**src/rtl/cbm_pkg.sv**
```systemverilog
package cbm_pkg;

    // CPU bus geometry
    localparam int CPU_AW      = 16;
    localparam int CPU_DW      = 8;
    localparam int REGIONS     = 4;
    localparam int REGION_SELW = $clog2(REGIONS);
    localparam int OFFSET_W    = CPU_AW - REGION_SELW;
    localparam int ROM_AW      = CPU_DW + OFFSET_W;

    // Register write addresses (decoded on the full address)
    localparam logic [CPU_AW-1:0] CTRL_WR_ADDR = 16'h7FF9;

    // Readback window: address matches RB_BASE under RB_MASK
    localparam logic [CPU_AW-1:0] RB_MASK = 16'h7FF9;
    localparam logic [CPU_AW-1:0] RB_BASE = 16'h7FF0;
    localparam int                RB_SEL_LSB = 1;

    // Control register bit that turns readback on
    localparam int CTRL_RB_BIT = 2;

    // Bank register write address for each region.
    // Regions 0 and 1 are deliberately swapped with respect to address order.
    function automatic logic [CPU_AW-1:0] bank_wr_addr(input int region);
        logic [CPU_AW-1:0] a;
        case (region)
            0:       a = 16'h6400;
            1:       a = 16'h6000;
            2:       a = 16'h7000;
            3:       a = 16'h7400;
            default: a = 16'h0000;
        endcase
        return a;
    endfunction

    // Load request produced by the decoder
    typedef struct packed {
        logic [REGIONS-1:0] bank_ld;
        logic               ctrl_ld;
    } load_req_t;

endpackage

```
**src/rtl/cbm_wr_decode.sv**
```systemverilog
module cbm_wr_decode
    import cbm_pkg::*;
#(
    parameter int AW = CPU_AW,
    parameter int NR = REGIONS
) (
    input  logic          cpu_wr,
    input  logic [AW-1:0] cpu_addr,
    output load_req_t     load_req
);

    logic [NR-1:0] hit_bank;
    logic          hit_ctrl;

    // One exact-address comparator per bank register
    for (genvar r = 0; r < NR; r++) begin : g_bank_hit
        localparam logic [AW-1:0] KEY = AW'(bank_wr_addr(r));
        assign hit_bank[r] = (cpu_addr == KEY);
    end

    assign hit_ctrl = (cpu_addr == AW'(CTRL_WR_ADDR));

    always_comb begin
        load_req         = '0;
        load_req.ctrl_ld = cpu_wr & hit_ctrl;
        for (int r = 0; r < NR; r++) begin
            load_req.bank_ld[r] = cpu_wr & hit_bank[r];
        end
    end

endmodule

```
**src/rtl/cbm_regs.sv**
```systemverilog
module cbm_regs
    import cbm_pkg::*;
#(
    parameter int DW = CPU_DW,
    parameter int NR = REGIONS
) (
    input  logic             clk,
    input  logic             rst_n,
    input  load_req_t        load_req,
    input  logic [DW-1:0]    wdata,
    output logic [NR*DW-1:0] bank_flat,
    output logic [DW-1:0]    ctrl
);

    typedef struct packed {
        logic [DW-1:0]          ctrl;
        logic [NR-1:0][DW-1:0]  bank;
    } regs_t;

    regs_t st_d, st_q;

    always_comb begin
        st_d = st_q;
        if (load_req.ctrl_ld) begin
            st_d.ctrl = wdata;
        end
        for (int r = 0; r < NR; r++) begin
            if (load_req.bank_ld[r]) begin
                st_d.bank[r] = wdata;
            end
        end
    end

    always_ff @(posedge clk) begin
        if (!rst_n) begin
            st_q <= '0;
        end else begin
            st_q <= st_d;
        end
    end

    for (genvar r = 0; r < NR; r++) begin : g_flat
        assign bank_flat[r*DW +: DW] = st_q.bank[r];
    end

    assign ctrl = st_q.ctrl;

endmodule

```
**src/rtl/cbm_rom_map.sv**
```systemverilog
module cbm_rom_map
    import cbm_pkg::*;
#(
    parameter int AW = CPU_AW,
    parameter int DW = CPU_DW,
    parameter int NR = REGIONS
) (
    input  logic [AW-1:0]    cpu_addr,
    input  logic [NR*DW-1:0] bank_flat,
    output logic [ROM_AW-1:0] rom_addr
);

    localparam int SELW = $clog2(NR);
    localparam int OFFW = AW - SELW;

    logic [SELW-1:0] region;
    logic [DW-1:0]   bank_sel;

    assign region = cpu_addr[AW-1 -: SELW];

    always_comb begin
        bank_sel = '0;
        for (int r = 0; r < NR; r++) begin
            if (region == SELW'(r)) begin
                bank_sel = bank_flat[r*DW +: DW];
            end
        end
    end

    assign rom_addr = {bank_sel, cpu_addr[OFFW-1:0]};

endmodule

```
**src/rtl/cbm_readback.sv**
```systemverilog
module cbm_readback
    import cbm_pkg::*;
#(
    parameter int AW = CPU_AW,
    parameter int DW = CPU_DW,
    parameter int NR = REGIONS
) (
    input  logic             cpu_rd,
    input  logic [AW-1:0]    cpu_addr,
    input  logic             rb_en,
    input  logic [NR*DW-1:0] bank_flat,
    output logic [DW-1:0]    rd_data,
    output logic             rd_override
);

    localparam int SELW = $clog2(NR);

    logic            addr_hit;
    logic [SELW-1:0] sel;
    logic            unused_addr_top;

    // Bit 15 sits outside the mask, so the window is mirrored high and low
    assign addr_hit        = ((cpu_addr & AW'(RB_MASK)) == AW'(RB_BASE));
    assign sel             = cpu_addr[RB_SEL_LSB +: SELW];
    assign unused_addr_top = cpu_addr[AW-1];

    always_comb begin
        rd_override = cpu_rd & rb_en & addr_hit;
        rd_data     = '0;
        if (rd_override) begin
            for (int r = 0; r < NR; r++) begin
                if (sel == SELW'(r)) begin
                    rd_data = bank_flat[r*DW +: DW];
                end
            end
        end
    end

endmodule

```
**src/rtl/cart_bank_mapper.sv**
```systemverilog
module cart_bank_mapper
    import cbm_pkg::*;
(
    input  logic              clk,
    input  logic              rst_n,
    input  logic [CPU_AW-1:0] cpu_addr,
    input  logic [CPU_DW-1:0] cpu_wdata,
    input  logic              cpu_wr,
    input  logic              cpu_rd,
    output logic [ROM_AW-1:0] rom_addr,
    output logic [CPU_DW-1:0] rd_data,
    output logic              rd_override,
    output logic [CPU_DW-1:0] ctrl_out
);

    load_req_t                 load_req;
    logic [REGIONS*CPU_DW-1:0] bank_flat;
    logic [CPU_DW-1:0]         ctrl_q;

    cbm_wr_decode #(.AW(CPU_AW), .NR(REGIONS)) u_dec (
        .cpu_wr   (cpu_wr),
        .cpu_addr (cpu_addr),
        .load_req (load_req)
    );

    cbm_regs #(.DW(CPU_DW), .NR(REGIONS)) u_regs (
        .clk       (clk),
        .rst_n     (rst_n),
        .load_req  (load_req),
        .wdata     (cpu_wdata),
        .bank_flat (bank_flat),
        .ctrl      (ctrl_q)
    );

    cbm_rom_map #(.AW(CPU_AW), .DW(CPU_DW), .NR(REGIONS)) u_map (
        .cpu_addr  (cpu_addr),
        .bank_flat (bank_flat),
        .rom_addr  (rom_addr)
    );

    cbm_readback #(.AW(CPU_AW), .DW(CPU_DW), .NR(REGIONS)) u_rb (
        .cpu_rd      (cpu_rd),
        .cpu_addr    (cpu_addr),
        .rb_en       (ctrl_q[CTRL_RB_BIT]),
        .bank_flat   (bank_flat),
        .rd_data     (rd_data),
        .rd_override (rd_override)
    );

    assign ctrl_out = ctrl_q;

endmodule

```
**config.mk**
```make
export PLATFORM = sky130hd
export DESIGN_NAME = cart_bank_mapper
export DESIGN_NICKNAME = d
export VERILOG_FILES = /design/src/rtl/cbm_pkg.sv /design/src/rtl/cbm_wr_decode.sv /design/src/rtl/cbm_regs.sv /design/src/rtl/cbm_rom_map.sv /design/src/rtl/cbm_readback.sv /design/src/rtl/cart_bank_mapper.sv
export SDC_FILE = /design/constraint.sdc
export NUM_CORES = 1
export LEC_CHECK = 0
export ABC_AREA = 1
export BUFFER_PORTS_ARGS = -buffer_cell sky130_fd_sc_hd__clkbuf_2
export CAP_MARGIN = 10
export CORE_MARGIN = 3
export CORE_UTILIZATION = 40
export DETAILED_ROUTE_END_ITERATION = 6
export HOLD_SLACK_MARGIN = 0.08
export SYNTH_ARGS = -nofsm -noshare
export SYNTH_HDL_FRONTEND = slang
export SYNTH_SLANG_ARGS = --single-unit
```
**constraint.sdc**
```tcl
create_clock -name clk -period 1.3 [get_ports clk]
set_clock_uncertainty 0.05 [all_clocks]
set_input_delay 0.13 -clock clk [delete_from_list [all_inputs] [get_ports clk]]
set_output_delay 0.13 -clock clk [all_outputs]
set_load 0.01 [all_outputs]
```
== Word level (Yosys, flattened, before mapping) ==
Cells that the tools add are included.
Widths: inputs -> output; s select.

* Flip-flop bits (word level): 40
* Input port bits: 28
* Output and inout port bits: 39
* Logic and storage cells: 35

* Equal/unequal tests: 12
* Muxes and demuxes: 9
* Bitwise operators: 7
* Reduce and logical (&&, ||, !) cells: 2

{| class="wikitable"
|+ Operators by type and width
! cell !! count
|-
| $eq 16x15->1 const B || 5
|-
| $mux 8 || 9
|-
| $eq 13x13->1 const B || 1
|-
| $eq 2x2->1 const B || 4
|-
| $and 1x1->1 || 7
|-
| $eq 2x1->1 const B || 2
|-
| $logic_not 2->1 || 2
|}

== Logic depth before layout (Yosys ltp) ==
* Word-level depth: 6
* Depth in mapped cells: 9
* Mapped depth without buffers: 8

== Modules after synthesis ==
Synthesis repeated with hierarchy kept, for this count alone.

* Cell total of the unflattened synthesis: 423
* Area, all modules: 2607.5 µm²

{| class="wikitable"
|+ By module, submodules not included
! module !! instances !! cells an instance !! area an instance (µm²)
|-
| cbm_regs || 1 || 222 || 1604.0
|-
| cbm_readback || 1 || 97 || 462.9
|-
| cbm_rom_map || 1 || 61 || 369.1
|-
| cbm_wr_decode || 1 || 43 || 171.4
|}

== Worst setup path before layout ==
OpenSTA, ideal clock, no wires.

* Path type: input -> output
* From: in cpu_addr[1]
* To: out rd_data[2]
* Arrival: 1.042 ns
* Required time: 1.120 ns
* Slack: 0.078 ns
* Stages: 5
* Path buffers: 2
* Cells stage by stage: buf_4 -> nand2_1 -> clkbuf_1 -> nor2_1 -> nor3b_1

* Word-level cells in the longest chain between the ends: 6

{| class="wikitable"
|+ Ends and longest elaborated chain
! item !! line !! source
|-
| from (decl) || cart_bank_mapper.sv:6 || <nowiki>input logic [CPU_AW-1:0] cpu_addr,</nowiki>
|-
| $logic_not 2->1 || cbm_readback.sv:32 || <nowiki>if (sel == SELW'(r)) begin</nowiki>
|-
| $mux 8 (3 in a row) || cbm_readback.sv:32 ||
|-
| $mux 8 * || cbm_readback.sv:32 ||
|-
| $mux 8 * || cbm_readback.sv:30 || <nowiki>if (rd_override) begin</nowiki>
|-
| to (decl) || cart_bank_mapper.sv:11 || <nowiki>output logic [CPU_DW-1:0] rd_data,</nowiki>
|}

Every way passes the cells marked *; elsewhere a longest branch is shown, timed or not.

== Worst setup path in the final report ==
* From: reg u_regs.st_q (netlist bit u_regs.bank_flat[12])
* To: out rd_data[4]

* Word-level cells in the longest chain between the ends: 4

{| class="wikitable"
|+ Ends and longest elaborated chain
! item !! line !! source
|-
| from (decl) || cbm_regs.sv:20 || <nowiki>regs_t st_d, st_q;</nowiki>
|-
| from (signal assigned) || cbm_regs.sv:38 || <nowiki>st_q <= st_d;</nowiki>
|-
| $mux 8 (3 in a row) || cbm_readback.sv:32 ||
|-
| $mux 8 || cbm_readback.sv:30 ||
|}

No other way between the ends.

==> summary by stage <==
Global route
The via count of the first global-routing pass is 2676. The initial antenna violation count came to 0. Entering global routing, the biggest net connects 41 pins. The global-route usage over all layers is 20.3%. The total congestion overflow is 0.

The wire length of the first global-routing pass is 12500 um.

Power
IR analysis of the VDD net gives a maximum drop of 0.000439 V. For this design the ratio of total power to cell area is 729 nW/um^2. The total leakage power is 1.72 nW.

Setup path
The worst setup path is captured at an output pin. The startpoint type of the worst setup path is a flip-flop. The reg-to-reg critical path startpoint is u_regs.ctrl[2]. The worst setup path is of the flip-flop to output pin kind. The worst register-to-register path ends at u_regs.ctrl[2]. The maximum fanout count along the critical path is 2. The required time at the worst-slack endpoint is 1.12 ns.

For flop-to-flop paths, the worst setup slack is 0.45 ns. The path depth of the worst reg2reg path is 4. The data arrival at the endpoint of the critical path is 1.31 ns.

Route
The detailed router finished its first iteration with 119 violations. The per-cell via count in the routed design is 4.74. Once detail routing completed, the nets flagged for antenna violations numbered 0. In the routed design, unresolved DRC markers number 0. In the final routed layout, each cell accounts on average for 12.6 um. The routed layout has 2790 vias. Summed over all layers, the routed wires come to 7390 um. The number of detailed-route iterations in the first pass is 4.

Clock tree
The TritonCTS clock tree is done. For the worst-skew pair, the clock arrives at the later sink with an insertion delay of 0.30 ns. The maximum buffer depth of the clock tree is 2. The H-tree generated during clock tree synthesis spans 2 levels. The TritonCTS sink count is 40. The clock transition time at the flip-flop clock pins of the worst setup and hold paths is 0.09 ns. The number of setup buffers added after CTS is 0.

TritonCTS created 5 clock buffers. The clock root buffer is sky130_fd_sc_hd__clkbuf_8.

STA
Setup slack on the critical path of the routed design comes to -0.190 ns. Dividing the final minimum period by the clock period gives 115%. The final hold slack is 0.190 ns. The final-report setup violation count is 17. Setup repair after global routing could not meet its margin everywhere. The final count of pins violating max slew is 0.

Based on the critical path, the design can be clocked at up to 671 MHz. The worst path in the final design needs a cycle of 1.49 ns, including I/O delays and setup. For the pin with the worst max-slew slack, the measured transition is 0.540 ns.

The hold violation total from the final report is 0. In this run the tightest slew margin relative to its limit is 63.9%.

Min path
The worst hold path terminates at u_regs.bank_flat[4]. The worst hold path begins at rst_n. The worst min-delay path category is primary input to flip-flop. The number of cells on the worst hold path is 4.

Die
The core area is 6490 um^2. The die is 88.7 um tall. The initialized floorplan defines 29 standard-cell rows. The die covers 7860 um^2. The starting density of the core is 42.1%.

The die span in x is 88.7 um. The count of pins on the block boundary is 67.

Synth
After technology mapping, the gate count stands at 438. The count of yosys warnings during synthesis is 0. The count of cell types in the netlist is 28. The synthesized area per cell is 6.24 um^2.

The net count of the mapped netlist is 466. The share of async-settable or async-resettable flops after synthesis is 0%. Counting flops and latches in the post-synthesis netlist gives 40. After synthesis, flip-flops and latches occupy 29.3% of the total area.

The synthesized design contains 0 enable-type register cells. In this run the cell area of the synthesized design comes to 2730 um^2. Among all flip-flop cells after synthesis, the most frequent one is sky130_fd_sc_hd__dfxtp_1.

Finish
The layout net count is 538. The total of fill cells in the finished design is 672. Summing all multi-input logic gate instances after layout gives 1440 um^2. The sequential standard cell area is 802 um^2.

The number of antenna diodes in the final layout is 0. Relative to the synthesized area, the layout overhead comes to 24.7%. The share of post-route cells with drive strength above 1 is 24.1%.

Flow run
The max capacitance violation total is 0.

Placement
The congestion estimate from routability-driven global placement came to 0.816. The HPWL after detailed placement is 5690 um. The quantity of I/O buffers inserted on ports is 66. Prior to clock tree synthesis, the placed netlist has a worst setup slack of -0.0554 ns.

Outcome
The final reports fail on setup timing. The run finished, with violations left.
-- where the power goes --
group / internal [mW] / leakage [nW] / switching, mW / total, mW
Sequential: 1.22 / 0.322 / 0.00000889 / 1.22
Clock: 0.432 / 0.0445 / 0.468 / 0.900
Combinational: 0.143 / 1.35 / 0.219 / 0.362
Total: 1.80 / 1.72 / 0.687 / 2.49
-- worst max-delay path, cell delays in order, from the launching register on --
cell	delay, ns
sky130_fd_sc_hd__dfxtp_1	0.36
sky130_fd_sc_hd__inv_1	0.06
sky130_fd_sc_hd__o21ai_0	0.23
sky130_fd_sc_hd__a21oi_1	0.10
sky130_fd_sc_hd__nor2_1	0.12
sky130_fd_sc_hd__buf_2	0.14
-- per-layer routing --
metal	share of wire [%]	track usage (%)	routed length [um]
met5	0	0	0
met4	1.7	6.04	125
met3	2.7	2.61	200
met2	51	36.9	3760
met1	45	24.6	3300
-- area by class of cell --
class / instances / share of cell area, %
inverter: 83 / 9.29
clock buffer: 7 / 2.53
timing repair buffer: 97 / 19.3
tap: 77 / 2.83
multi-input combinational: 283 / 42.3
sequential: 40 / 23.5
clock inverter: 1 / 0.220
-- sequential cells by signal, indices dropped and copies added (netlist names) --
register / count
u_regs.bank_flat: 32
u_regs.ctrl: 8
-- cells in the mapped netlist (4+ instances only) --
cell type | count | area share, %
sky130_fd_sc_hd__dfxtp_1 | 40 | 29
sky130_fd_sc_hd__o21ai_0 | 18 | 3.3
sky130_fd_sc_hd__nand3_4 | 4 | 2.6
sky130_fd_sc_hd__nor2_1 | 58 | 8.0
sky130_fd_sc_hd__o21ai_1 | 10 | 1.8
sky130_fd_sc_hd__clkbuf_1 | 4 | 0.55
sky130_fd_sc_hd__o21bai_1 | 6 | 1.6
sky130_fd_sc_hd__a21oi_1 | 13 | 2.4
sky130_fd_sc_hd__nand3_1 | 7 | 1.3
sky130_fd_sc_hd__nand2_1 | 108 | 15
sky130_fd_sc_hd__nand4_1 | 32 | 7.3
sky130_fd_sc_hd__inv_1 | 79 | 11
sky130_fd_sc_hd__nor3_1 | 8 | 1.5
sky130_fd_sc_hd__buf_4 | 19 | 5.2
-- logic make-up after synthesis --
group	synth area share (%)
AOI/OAI and AO/OA	10.7
buffers and inverters	19.4
DFF	29.3
and+or+nand+nor	40.7
-- timing repair --
action / in CTS / in global routing
pin swaps: 5 / 4
gates resized for setup: 7 / 15
hold buffers: 8 / 0
endpoints found under the setup margin: 17 / 17
hold endpoints to repair: 8 / 0
-- through the flow --
stage	instances	power [mW]	utilization, %	TNS (ns)	area (um^2)
floorplan	438	1.46	-	0	2730
global placement	572	1.59	49.1	-0.805	3190
detailed placement	572	1.59	49.1	-0.937	3190
CTS	588	2.51	52.1	-2.05	3380
global route	588	2.59	52.5	-3.66	3410
finish	588	2.49	52.5	-1.41	3410
-- how the worst max path moves through the flow --
stage | startpoint | endpoint | slack, ns | cells after the start
2_1_floorplan | cpu_addr[1] | rd_data[2] | 0.08 | 5
3_3_place_gp | cpu_addr[2] | rd_data[7] | -0.08 | 7
3_5_place_dp | cpu_addr[2] | rd_data[4] | -0.06 | 7
4_1_cts | u_regs.ctrl[2] | rd_data[4] | -0.24 | 7
5_1_grt | u_regs.ctrl[2] | rd_data[7] | -0.28 | 7
6_report | u_regs.bank_flat[12] | rd_data[4] | -0.19 | 5
-- cells in the final DEF, fill, tap and decap left out, drive strengths merged --
cell | netlist | routed
buf | 28 | 30
nor2 | 64 | 64
dlygate4sd3 | 0 | 8
or2 | 1 | 1
nand2 | 112 | 112
a21oi | 13 | 13
nand4 | 32 | 32
o22ai | 3 | 3
nor3 | 8 | 8
inv | 82 | 82
nand3 | 11 | 11
nor3b | 3 | 3
o21bai | 8 | 8
clkinvlp | 0 | 1
clkbuf | 4 | 66
o21ai | 28 | 28
clkinv | 1 | 1
dfxtp | 40 | 40
Note: power is estimated with default switching activity, not from simulation.
